[src/rtl/sbs_pkg.sv]
package sbs_pkg;
  typedef enum logic [1:0] {
    CYC_DESEL = 2'd0,
    CYC_LOAD  = 2'd1,
    CYC_NEXT  = 2'd2,
    CYC_HOLD  = 2'd3
  } cyc_e;
endpackage

[src/rtl/sbs_cycle_decode.sv]
module sbs_cycle_decode
  import sbs_pkg::*;
#(
  parameter int BYTES = 2
) (
  input  logic             sel_n,
  input  logic             sel_hi,
  input  logic             sel2_n,
  input  logic             proc_start_n,
  input  logic             ctrl_start_n,
  input  logic             advance_n,
  input  logic             all_wr_n,
  input  logic             byte_wr_n,
  input  logic [BYTES-1:0] wr_byte_n,
  output cyc_e             kind,
  output logic [BYTES-1:0] wr_mask
);
  logic proc_go, ctrl_go, chip_on;
  logic [BYTES-1:0] req_mask;

  // processor strobe only counts when the primary select is low
  assign proc_go = !proc_start_n && !sel_n;
  assign ctrl_go = !ctrl_start_n;
  assign chip_on = !sel_n && sel_hi && !sel2_n;

  always_comb begin
    if (!all_wr_n)       req_mask = '1;
    else if (!byte_wr_n) req_mask = ~wr_byte_n;
    else                 req_mask = '0;
  end

  always_comb begin
    if (proc_go || ctrl_go) kind = chip_on ? CYC_LOAD : CYC_DESEL;
    else                    kind = advance_n ? CYC_HOLD : CYC_NEXT;
  end

  // a processor start is always a read; a deselect never writes
  always_comb begin
    if (kind == CYC_DESEL || (kind == CYC_LOAD && proc_go)) wr_mask = '0;
    else                                                    wr_mask = req_mask;
  end
endmodule

[src/rtl/sbs_burst_seq.sv]
module sbs_burst_seq #(
  parameter int AW = 6,
  parameter int CW = 2
) (
  input  logic          clk,
  input  logic          rst_n,
  input  logic          load,
  input  logic          step,
  input  logic          seq_linear,
  input  logic [AW-1:0] ext_addr,
  output logic [AW-1:0] use_addr
);
  localparam int UW = AW - CW;

  logic [UW-1:0] upper_q;
  logic [CW-1:0] start_q, cnt_q, cnt_d, low_d;

  always_comb begin
    if (load)      cnt_d = '0;
    else if (step) cnt_d = cnt_q + 1'b1;
    else           cnt_d = cnt_q;
  end

  always_comb begin
    if (seq_linear) low_d = start_q + cnt_d;
    else            low_d = start_q ^ cnt_d;
  end

  assign use_addr = load ? ext_addr : {upper_q, low_d};

  always_ff @(posedge clk or negedge rst_n) begin
    if (!rst_n) begin
      upper_q <= '0;
      start_q <= '0;
      cnt_q   <= '0;
    end else begin
      if (load) begin
        upper_q <= ext_addr[AW-1:CW];
        start_q <= ext_addr[CW-1:0];
      end
      cnt_q <= cnt_d;
    end
  end
endmodule

[src/rtl/sbs_byte_array.sv]
module sbs_byte_array #(
  parameter int AW    = 6,
  parameter int BYTES = 2,
  parameter int BW    = 9
) (
  input  logic                clk,
  input  logic [BYTES-1:0]    we,
  input  logic [AW-1:0]       waddr,
  input  logic [BYTES*BW-1:0] wdata,
  input  logic [AW-1:0]       raddr,
  output logic [BYTES*BW-1:0] rdata
);
  localparam int DEPTH = 1 << AW;
  localparam int WW    = BYTES * BW;

  logic [WW-1:0] mem [DEPTH];

  always_ff @(posedge clk) begin
    for (int b = 0; b < BYTES; b++) begin
      if (we[b]) mem[waddr][b*BW +: BW] <= wdata[b*BW +: BW];
    end
  end

  assign rdata = mem[raddr];
endmodule

[src/rtl/sync_burst_sram.sv]
module sync_burst_sram
  import sbs_pkg::*;
#(
  parameter int AW    = 6,
  parameter int CW    = 2,
  parameter int BYTES = 2,
  parameter int BW    = 9
) (
  input  logic                clk,
  input  logic                rst_n,
  input  logic [AW-1:0]       addr,
  input  logic                sel_n,
  input  logic                sel_hi,
  input  logic                sel2_n,
  input  logic                proc_start_n,
  input  logic                ctrl_start_n,
  input  logic                advance_n,
  input  logic                all_wr_n,
  input  logic                byte_wr_n,
  input  logic [BYTES-1:0]    wr_byte_n,
  input  logic                seq_linear,
  input  logic [BYTES*BW-1:0] wdata,
  input  logic                out_en_n,
  input  logic                snooze,
  output logic [BYTES*BW-1:0] rdata,
  output logic                rdata_oe
);
  cyc_e             kind;
  logic [BYTES-1:0] wr_mask, we;
  logic [AW-1:0]    use_addr, rd_addr_q;
  logic             live_q, rd_valid_q;
  logic             awake, do_load, do_step, access;

  sbs_cycle_decode #(.BYTES(BYTES)) u_dec (
    .sel_n(sel_n), .sel_hi(sel_hi), .sel2_n(sel2_n),
    .proc_start_n(proc_start_n), .ctrl_start_n(ctrl_start_n),
    .advance_n(advance_n), .all_wr_n(all_wr_n), .byte_wr_n(byte_wr_n),
    .wr_byte_n(wr_byte_n), .kind(kind), .wr_mask(wr_mask)
  );

  assign awake   = !snooze;
  assign do_load = awake && (kind == CYC_LOAD);
  assign do_step = awake && (kind == CYC_NEXT) && live_q;
  assign access  = do_load ||
                   (awake && live_q && (kind == CYC_NEXT || kind == CYC_HOLD));
  assign we      = access ? wr_mask : '0;

  sbs_burst_seq #(.AW(AW), .CW(CW)) u_seq (
    .clk(clk), .rst_n(rst_n), .load(do_load), .step(do_step),
    .seq_linear(seq_linear), .ext_addr(addr), .use_addr(use_addr)
  );

  sbs_byte_array #(.AW(AW), .BYTES(BYTES), .BW(BW)) u_arr (
    .clk(clk), .we(we), .waddr(use_addr), .wdata(wdata),
    .raddr(rd_addr_q), .rdata(rdata)
  );

  always_ff @(posedge clk or negedge rst_n) begin
    if (!rst_n) begin
      live_q     <= 1'b0;
      rd_valid_q <= 1'b0;
      rd_addr_q  <= '0;
    end else if (!awake) begin
      rd_valid_q <= 1'b0;
    end else if (kind == CYC_DESEL) begin
      live_q     <= 1'b0;
      rd_valid_q <= 1'b0;
    end else if (access) begin
      live_q     <= 1'b1;
      rd_valid_q <= (wr_mask == '0);
      rd_addr_q  <= use_addr;
    end else begin
      rd_valid_q <= 1'b0;
    end
  end

  assign rdata_oe = rd_valid_q && !out_en_n;

  // a cycle that wrote never drives data in the period after it
  a_r9_write_no_drive: assert property (@(posedge clk) disable iff (!rst_n)
    (|we) |=> !rdata_oe);

  // a deselect ends the burst and silences the outputs
  a_r2_deselect_clears: assert property (@(posedge clk) disable iff (!rst_n)
    (awake && kind == CYC_DESEL) |=> (!live_q && !rd_valid_q));

  // sleeping edges leave nothing valid
  a_r10_sleep_quiet: assert property (@(posedge clk) disable iff (!rst_n)
    snooze |=> !rd_valid_q);

  // step or hold without a live burst does nothing
  a_r12_dead_burst: assert property (@(posedge clk) disable iff (!rst_n)
    (awake && !live_q && (kind == CYC_NEXT || kind == CYC_HOLD)) |=>
    (!rd_valid_q && !live_q));

  // a hold keeps the address of the previous access
  a_r7_hold_same: assert property (@(posedge clk) disable iff (!rst_n)
    (awake && live_q && kind == CYC_HOLD) |=> (rd_addr_q == $past(rd_addr_q)));

  // a step moves within the aligned group
  a_r6_step_moves: assert property (@(posedge clk) disable iff (!rst_n)
    do_step |=> ((rd_addr_q != $past(rd_addr_q)) &&
                 (rd_addr_q[AW-1:CW] == $past(rd_addr_q[AW-1:CW]))));
endmodule

[config.mk]
export PLATFORM = sky130hd
export DESIGN_NAME = sync_burst_sram
export DESIGN_NICKNAME = d
export VERILOG_FILES = /design/src/rtl/sbs_pkg.sv /design/src/rtl/sbs_cycle_decode.sv /design/src/rtl/sbs_burst_seq.sv /design/src/rtl/sbs_byte_array.sv /design/src/rtl/sync_burst_sram.sv
export SDC_FILE = /design/constraint.sdc
export NUM_CORES = 1
export LEC_CHECK = 0
export BUFFER_PORTS_ARGS = -buffer_cell sky130_fd_sc_hd__clkbuf_2
export CELL_PAD_IN_SITES_DETAIL_PLACEMENT = 1
export CELL_PAD_IN_SITES_GLOBAL_PLACEMENT = 1
export CORE_UTILIZATION = 50
export DETAILED_ROUTE_END_ITERATION = 12
export PLACE_DENSITY = 0.75
export SLEW_MARGIN = 5
export SYNTH_ARGS = -nofsm -noshare
export SYNTH_HDL_FRONTEND = slang
export SYNTH_SLANG_ARGS = --single-unit
[constraint.sdc]
create_clock -name clk -period 3.4 [get_ports clk]
set_input_delay 0.34 -clock clk [delete_from_list [all_inputs] [get_ports clk]]
set_output_delay 0.34 -clock clk [all_outputs]
set_load 0.01 [all_outputs]
==> impl_summary.txt, run 1 <==
----------------------------------------------------
[Outcome]
  Run status ... complete, but fails checks
  Failing checks ... setup timing

[Power]
  Total power of the final layout ... roughly 0.044 W
  IR Drop Worst-Case VDD ... approximately 0.56 mV
  Power density cells ... 785 nW/µm²
  Cell leakage power ... between 15 and 20 nW

[Global routing]
  Overflow left after global routing ... 0
  Number of antenna violations at the first check in global routing ... 4
  Wire length of the first global-routing pass ... 185 mm
  Number of global-route vias before repair ... 25200
  Largest net degree at the start of global routing ... 65
  Total GRT Usage ... 28.8%

[Yosys]
  Proportion of synthesized chip area in sequential cells ... 77.0%
  Main synth FF type ... sky130_fd_sc_hd__edfxtp_1
  Biggest area consumer among synthesized cells ... sky130_fd_sc_hd__edfxtp_1
  Most instantiated cells after synthesis ... sky130_fd_sc_hd__edfxtp_1, sky130_fd_sc_hd__mux4_2, sky130_fd_sc_hd__mux2i_1
  Summed instance area of the synthesized netlist ... 45500 µm²
  Post-synth cell types ... 52
  Main area contributors after synthesis ... sky130_fd_sc_hd__edfxtp_1, sky130_fd_sc_hd__mux4_2, sky130_fd_sc_hd__mux2i_1
  Synthesized instance count ... around 2100
  Number of enable-type register cells in the synthesized netlist ... 1152
  Synth warn ... 0
  Post-synth top area share ... 76.1%
  Mean instance size in the synthesized netlist ... 21.6 µm²
  Synth Register Bits ... about 1200
  Share of synthesized registers carrying an async set or reset ... 1.37%
  Synth Net Count ... 2150
  Most frequently used cell type in the post-synthesis netlist ... sky130_fd_sc_hd__edfxtp_1

[STA]
  # setup viols final ... 15
  Share of the clock period used by the worst path ... 105%
  Highest achievable clock rate ... 281 MHz
  Worst slew margin relative to its limit ... 12.1%
  Unrepaired setup endpoints after global routing ... yes
  Total negative setup slack ... -0.872 ns
  Worst Slack Setup Final ... -0.155 ns
  Number of hold-slack violations in the final timing report ... 0
  Worst-case clock skew ... about 0.033 ns
  Post-route minimum period ... 3.55 ns
  Slew at the pin with the worst max-slew slack ... 1.32 ns
  Number of max-slew violations in the final report ... 0

[Floorplanning]
  Initial core utilization ... about half
  Placeable core region ... 90000 µm²
  Die Outline Area ... around 92000 µm²
  Number of top-level pins ... 58
  Standard-cell row count ... 110
  Vertical die dimension ... roughly 300 µm
  Horiz. Die Dim ... 304 µm

[Job]
  Max capacitance violation total ... 0

[Place]
  Worst setup slack before clock tree synthesis ... -0.244 ns
  GP Congestion ... ~0.84
  Count of buffers from port buffering ... 57
  Cell area reported after detailed placement ... 49900 µm²
  Post-Place Cells ... 3448
  Detailed placer's ending HPWL ... 78.1 mm

[Clocking]
  Max Buffers Root-to-Sink ... 3
  Total CTS buffers ... 113
  CTS H-tree depth ... 3
  Clock sink count ... 1168
  TritonCTS clock tree ... yes
  Clock latency reported for the late side of the worst-skew pair ... 0.73 ns
  Root Buffer ... sky130_fd_sc_hd__clkbuf_16
  Clock edge transition at the registers on the reported setup and hold paths ... 0.07 ns

[Setup path]
  Crit Path Category ... reg -> out
  Required time of the worst setup path ... 3.06 ns
  Setup crit end kind ... output pin
  Ordered cell list for the critical path ... buf_12, buf_12, clkbuf_16, buf_16, buf_6, mux4_2, mux2i_2, a22oi_2, and4_4, buf_6
  Crit path max fanout ... 8
  Launching element type of the critical path ... register
  Critical path's slowest cell ... sky130_fd_sc_hd__dfrtp_4
  Kind of cell adding the most delay to the critical path ... buffers and inverters
  Worst Path Arrival ... between 3 and 4 ns
  Register-to-register setup slack ... 0.07 ns
  CP max stage delay ... 0.51 ns
  Critical path buffer and inverter count ... 6

[Routing]
  Number of remaining DRC errors ... 0
  Average vias per placed instance ... approximately 6.6
  Detail Route Antenna Nets ... 0
  Initial detailed-routing violation count ... 3158
  First-pass iteration count of the detailed router ... 7
  Total routed wirelength ... 139 mm
  Post-DR wirelength/cell ... roughly 37 µm
  Count of vias placed by the detailed router ... 24800

[Cells and area]
  Post-route cell area ... 56600 µm²
  Footprint of the multi-input gates ... 12000 µm²
  Proportion of layout cells with a drive suffix above 1 ... roughly 44%
  # fillers ... 7291
  Area taken by flip-flops and latches ... 35000 µm²
  P&R area growth vs syn ... 24.4%
  Number of nets in the final layout ... 2508
  Post-route non-filler standard cell count ... 3742

[Worst hold path]
  HP Class ... in -> reg

----------------------------------------------------
[cells in the final DEF (no fill, tap or decap), types with 8 or more instances in the layout]
cell type                      n
sky130_fd_sc_hd__mux2i_2      24
sky130_fd_sc_hd__nor2_2       61
sky130_fd_sc_hd__buf_12       70
sky130_fd_sc_hd__clkinv_2     20
sky130_fd_sc_hd__edfxtp_1   1152
sky130_fd_sc_hd__clkbuf_1     22
sky130_fd_sc_hd__a22oi_2      33
sky130_fd_sc_hd__mux2i_4      33
sky130_fd_sc_hd__o22ai_1       9
sky130_fd_sc_hd__buf_8         8
sky130_fd_sc_hd__buf_6        40
sky130_fd_sc_hd__bufinv_16    14
sky130_fd_sc_hd__buf_16       20
sky130_fd_sc_hd__and4_4       10
sky130_fd_sc_hd__a22oi_1      14
sky130_fd_sc_hd__clkbuf_16   124
sky130_fd_sc_hd__nor3_4       63
sky130_fd_sc_hd__buf_4       155
sky130_fd_sc_hd__nor2b_1       8
sky130_fd_sc_hd__mux2_2       16
sky130_fd_sc_hd__nor3_2        9
sky130_fd_sc_hd__nand2_1      44
sky130_fd_sc_hd__clkinv_1     24
sky130_fd_sc_hd__dfrtp_1      11
sky130_fd_sc_hd__mux2i_1      44
sky130_fd_sc_hd__a21oi_1       8
sky130_fd_sc_hd__clkbuf_2     43
sky130_fd_sc_hd__nor2_1       21
sky130_fd_sc_hd__o21ai_0       9
sky130_fd_sc_hd__mux4_2      280
[path summary, 6_finish.rpt]
path	to	start	cells past startpoint
hold / removal	rd_valid_q	byte_wr_n	4
min in group asynchronous	rd_addr_q[0]	rst_n	2
hold reg to reg	u_seq.start_q[1]	u_seq.start_q[1]	2
setup / recovery	rdata[16]	rd_addr_q[0]	10
max in group asynchronous	rd_addr_q[1]	rst_n	2
setup reg to reg	u_arr.mem[0][12]	live_q	14
[per-layer routing]
layer,global-route usage (%),up-vias,wire [µm]
li1,-,9676,-
met2,47.8,1615,69700
met1,39.4,13200,51500
met3,4.31,296,12700
met4,9.71,0,5520
met5,0,-,0
[final cells by class]
type / count / share of cell area [%]
diodes: 2 / 0.00885
clock buffers: 140 / 5.29
clock inverters: 71 / 1.31
inverters: 3 / 0.0199
multi-input cells: 819 / 21.2
flip-flops and latches: 1168 / 61.9
well taps: 1176 / 2.60
repair buffers: 363 / 7.71
[repair_timing]
| action | CTS | global route |
|---|---|---|
| endpoints found under the setup margin | 446 | 990 |
| hold buffers | 7 | 0 |
| setup buffers | 18 | 30 |
| endpoints found under the hold margin | 22 | 0 |
| gates resized for setup | 215 | 204 |
| gates cloned | 12 | 20 |
| pin swaps | 23 | 51 |
[worst reg2reg max path, stage by stage, from the launching register on]
cell and delay (ns):
sky130_fd_sc_hd__dfrtp_1 0.37, sky130_fd_sc_hd__nand3b_1 0.12, sky130_fd_sc_hd__or2_4 0.26, sky130_fd_sc_hd__nor2_4 0.10, sky130_fd_sc_hd__xnor2_2 0.12, sky130_fd_sc_hd__nor2_1 0.09
sky130_fd_sc_hd__ha_1 0.21, sky130_fd_sc_hd__nand2_1 0.09, sky130_fd_sc_hd__xor2_1 0.20, sky130_fd_sc_hd__xnor3_2 0.36, sky130_fd_sc_hd__buf_4 0.20, sky130_fd_sc_hd__o21a_4 0.28
sky130_fd_sc_hd__buf_16 0.20, sky130_fd_sc_hd__nor3_4 0.22, sky130_fd_sc_hd__buf_2 0.24
[through the flow]
step / utilization [%] / hold WS [ns]
2_1_floorplan: - / 0.0444
3_3_place_gp: 55.4 / 0.301
3_5_place_dp: 55.4 / 0.319
4_1_cts: 61.3 / 0.0269
5_1_grt: 62.8 / 0.0953
6_report: 62.8 / 0.0574
[state kept, by name, indices dropped and copies added (netlist names)]
name,flops
live_q,1
rd_addr_q,6
rd_valid_q,1
u_arr.mem,1152
u_seq.cnt_q,2
u_seq.start_q,2
u_seq.upper_q,4
[report_power, final]
part	internal, W	switching (W)
Sequential	0.0159	0.000226
Clock	0.00730	0.00558
Combinational	0.00701	0.00841
[cell families (layout without fill, tap and decap cells)]
family / count (synthesis) / count (layout) / synth area share [%]
XOR/XNOR: 4 / 4 / 0.107
AND/OR/NAND/NOR: 269 / 269 / 2.90
buffers and inverters: 124 / 577 / 1.15
multiplexers: 397 / 397 / 16.5
AO/OA/AOI/OAI: 147 / 148 / 2.37
other: 0 / 2 / 0
flip-flops: 1168 / 1168 / 77.0
adder cells (fa/ha/maj): 1 / 1 / 0.0275
(Power assumes the default switching activity.)
==> run 2, diff against run 1 <==
--- a/config.mk
+++ b/config.mk
@@ -11,6 +11,7 @@
 export CORE_UTILIZATION = 50
 export DETAILED_ROUTE_END_ITERATION = 12
 export PLACE_DENSITY = 0.75
+export SETUP_SLACK_MARGIN = 0.15
 export SLEW_MARGIN = 5
 export SYNTH_ARGS = -nofsm -noshare
 export SYNTH_HDL_FRONTEND = slang
==> run 2 against run 1 <==
Against the previous run: the flow still finishes with violations (setup timing); design area rose by 1.1%; count of clock-buffer cells in the layout rose by 5; via count rose by 2.7%; wire length rose by 3.5%; combinational power barely moved; worst setup slack got worse by 0.068 ns; sequential power barely moved; sequential share of layout area fell by 0.70 points; maximum frequency fell by 1.9%; critical endpoint is now rdata[12].
==> impl_summary.txt, run 2 (synthesis gave the netlist of run 1 again) <==
----------------------------------------------------
[Global routing]
  Total GRT Usage ... 28.6% (-0.23 points)
  Overflow left after global routing ... 0 (unchanged)
  Number of global-route vias before repair ... 25200 (-0.26%)
  Largest net degree at the start of global routing ... 65 (unchanged)
  Wire length of the first global-routing pass ... 185 mm (-0.22%)
  Number of antenna violations at the first check in global routing ... 5 (+1)

[Floorplanning]
  Horiz. Die Dim ... 304 µm (unchanged)
  Placeable core region ... 90000 µm² (unchanged)
  Vertical die dimension ... 304 µm (unchanged)
  Die Outline Area ... 92200 µm² (unchanged)
  Initial core utilization ... 50.5% (unchanged)
  Standard-cell row count ... 110 (unchanged)
  Number of top-level pins ... 58 (unchanged)

[Clocking]
  Clock edge transition at the registers on the reported setup and hold paths ... 0.06 ns (about the same)
  CTS H-tree depth ... 3 (unchanged)
  Root Buffer ... sky130_fd_sc_hd__clkbuf_16
  Max Buffers Root-to-Sink ... 3 (unchanged)
  Clock latency reported for the late side of the worst-skew pair ... 0.71 ns (-0.02 ns)
  Total CTS buffers ... 116 (+2.7%)
  TritonCTS clock tree ... yes
  Clock sink count ... 1168 (unchanged)

[Cells and area]
  # fillers ... 7197 (-1.3%)
  Proportion of layout cells with a drive suffix above 1 ... 45.1% (+1.4 points)
  Highest-count cells in the layout ignoring fill and taps ... sky130_fd_sc_hd__edfxtp_1, sky130_fd_sc_hd__mux4_2, sky130_fd_sc_hd__buf_4
  Largest Register ... u_arr.mem
  Most common cell after layout, fill and taps aside ... sky130_fd_sc_hd__edfxtp_1
  Biggest registers after layout ... u_arr.mem x1152, rd_addr_q x6, u_seq.upper_q x4
  P&R area growth vs syn ... 25.8%
  Final Core Density ... 63.6% (+0.72 points)
  Number of nets in the final layout ... 2531 (+0.92%)
  Inserted Diodes ... 0 (-2)
  Number of flip-flops in the largest register ... 1152 (unchanged)

[Worst hold path]
  WHS Path Cells ... 4 (unchanged)
  HP Class ... in -> reg

[STA]
  Post-route minimum period ... 3.62 ns (+0.0682 ns)
  Share of the clock period used by the worst path ... 107% (+2.0 points)
  Unrepaired setup endpoints after global routing ... yes
  Smallest hold slack ... 0.0546 ns (-0.00281 ns)
  Number of hold-slack violations in the final timing report ... 0 (unchanged)
  Worst Slack Setup Final ... -0.223 ns (-0.0682 ns)
  Number of max-slew violations in the final report ... 0 (unchanged)
  Slew at the pin with the worst max-slew slack ... 1.43 ns (+0.115 ns)
  Worst-case clock skew ... 0.0267 ns (-0.00622 ns)
  Highest achievable clock rate ... 276 MHz (-1.9%)
  Worst slew margin relative to its limit ... 4.40% (-7.7 points)
  # setup viols final ... 18 (+3)

[Setup path]
  Crit path max fanout ... 6 (-2)
  Reg2reg path depth ... 14 (unchanged)
  Setup crit end kind ... output pin
  Crit Path Category ... reg -> out
  Launching element type of the critical path ... register
  Required time of the worst setup path ... 3.06 ns (about the same)
  Worst Path Arrival ... 3.28 ns (+0.07 ns)

[Routing]
  Post-DR wirelength/cell ... 38.3 µm (+2.8%)
  First-pass iteration count of the detailed router ... 7 (unchanged)
  Total routed wirelength ... 144 mm (+3.5%)
  Detail Route Antenna Nets ... 0 (unchanged)
  Number of remaining DRC errors ... 0 (unchanged)
  Count of vias placed by the detailed router ... 25500 (+2.7%)
  Average vias per placed instance ... 6.77 (+2.0%)
  Initial detailed-routing violation count ... 3293 (+4.3%)

[Power]
  Cell leakage power ... 18.3 nW (+1.3%)
  Total power of the final layout ... 0.0450 W (+1.4%)
  Clock share of power ... 29.3% (+0.3 points)
  Switching portion of total power ... 32.2% (+0.21 points)
  Fraction of power consumed by combinational cells ... 35.0% (+0.3 points)
  NetSw ... 0.0145 W (+2.1%)
  Internal power consumption ... 0.0305 W (+1.1%)
  Sequential share of power ... 35.8% (-0.5 points)
  Power density cells ... 787 nW/µm² (+0.24%)
  IR Drop Worst-Case VDD ... 0.472 mV (-16%)

[Place]
  GP Congestion ... 0.863 (+2.9%)
  Detailed placer's ending HPWL ... 79.8 mm (+2.2%)
  Count of buffers from port buffering ... 57 (unchanged)

[Job]
  Max capacitance violation total ... 0 (unchanged)

[Outcome]
  Failing checks ... setup timing
  Run status ... complete, but fails checks

----------------------------------------------------
==> run 2: cell count changes in the layout (fill, tap and decap cells not counted), moves of 6 or more <==
cell	before	now
sky130_fd_sc_hd__nor2_4	2	56
sky130_fd_sc_hd__buf_6	40	33
sky130_fd_sc_hd__buf_4	155	173
sky130_fd_sc_hd__mux2i_4	33	22
sky130_fd_sc_hd__nor3_4	63	71
sky130_fd_sc_hd__nor2_2	61	12
sky130_fd_sc_hd__clkinv_2	20	26
sky130_fd_sc_hd__nor3_2	9	3
sky130_fd_sc_hd__buf_12	70	90
sky130_fd_sc_hd__mux2i_2	24	35
sky130_fd_sc_hd__buf_16	20	14
==> run 2: power by group through the flow <==
stage / registers (W) / logic [W] / clock network [W]
2_1_floorplan: 0.0162 / 0.00672 / 0
3_3_place_gp: 0.0166 / 0.0107 / 0
3_5_place_dp: 0.0166 / 0.0110 / 0
4_1_cts: 0.0161 / 0.0132 / 0.0131
5_1_grt: 0.0161 / 0.0161 / 0.0137
6_report: 0.0161 / 0.0157 / 0.0132
==> run 2: final timing paths <==
| check | from | end | slack [ns] |
|---|---|---|---|
| min in group asynchronous | rst_n | live_q | 0.12 |
| hold / removal | byte_wr_n | rd_valid_q | 0.05 |
| setup / recovery | rd_addr_q[0] | rdata[12] | -0.22 |
| max in group asynchronous | rst_n | rd_addr_q[4] | 2.89 |
| hold reg to reg | u_seq.start_q[0] | u_seq.start_q[0] | 0.50 |
| setup reg to reg | live_q | u_arr.mem[37][12] | 0.11 |
==> run 2: metrics by stage <==
stage / setup WS (ns) / cells / cell area (µm²) / setup TNS (ns)
2_1_floorplan: 0.152 / 2110 / 46200 / 0
3_3_place_gp: -0.100 / 3462 / 50200 / -3.93
3_5_place_dp: -0.191 / 3462 / 50200 / -35.71
4_1_cts: -0.0579 / 3719 / 55500 / -0.424
5_1_grt: -0.244 / 3766 / 57200 / -2.43
6_report: -0.223 / 3766 / 57200 / -2.10
==> run 2: repair_timing <==
item,in CTS,in global routing
buffers inserted,24,33
endpoints found under the hold margin,26,0
gates cloned,9,14
pin swaps,20,62
hold buffers,7,0
endpoints found under the setup margin,605,1115
resized for setup,226,239
==> run 2: cell type report <==
type,instances,area [µm²],area share (%)
flip-flops and latches,1168,35000,61.2
multi-input cells,819,12200,21.4
repair buffers,383,4640,8.12
clock buffers,145,3120,5.45
well taps,1176,1470,2.57
clock inverters,72,713,1.25
inverters,3,11.3,0.0197
==> run 2: routing by layer <==
layer | up-vias | track usage, % | share of wire [%]
met4 | 4 | 9.62 | 4.1
li1 | 9723 | - | -
met3 | 345 | 4.93 | 9.6
met5 | - | 0 | 0.019
met2 | 1880 | 45.8 | 49
met1 | 13600 | 40.1 | 37
==> run 2: critical path: stages (launching register included) <==
cell and delay (ns):
sky130_fd_sc_hd__dfrtp_4 0.52, sky130_fd_sc_hd__buf_12 0.17, sky130_fd_sc_hd__buf_16 0.15, sky130_fd_sc_hd__buf_12 0.14
sky130_fd_sc_hd__buf_12 0.14, sky130_fd_sc_hd__buf_16 0.15, sky130_fd_sc_hd__buf_4 0.14, sky130_fd_sc_hd__mux4_2 0.42
sky130_fd_sc_hd__mux2i_1 0.23, sky130_fd_sc_hd__a22oi_1 0.13, sky130_fd_sc_hd__and4_4 0.25, sky130_fd_sc_hd__buf_6 0.12
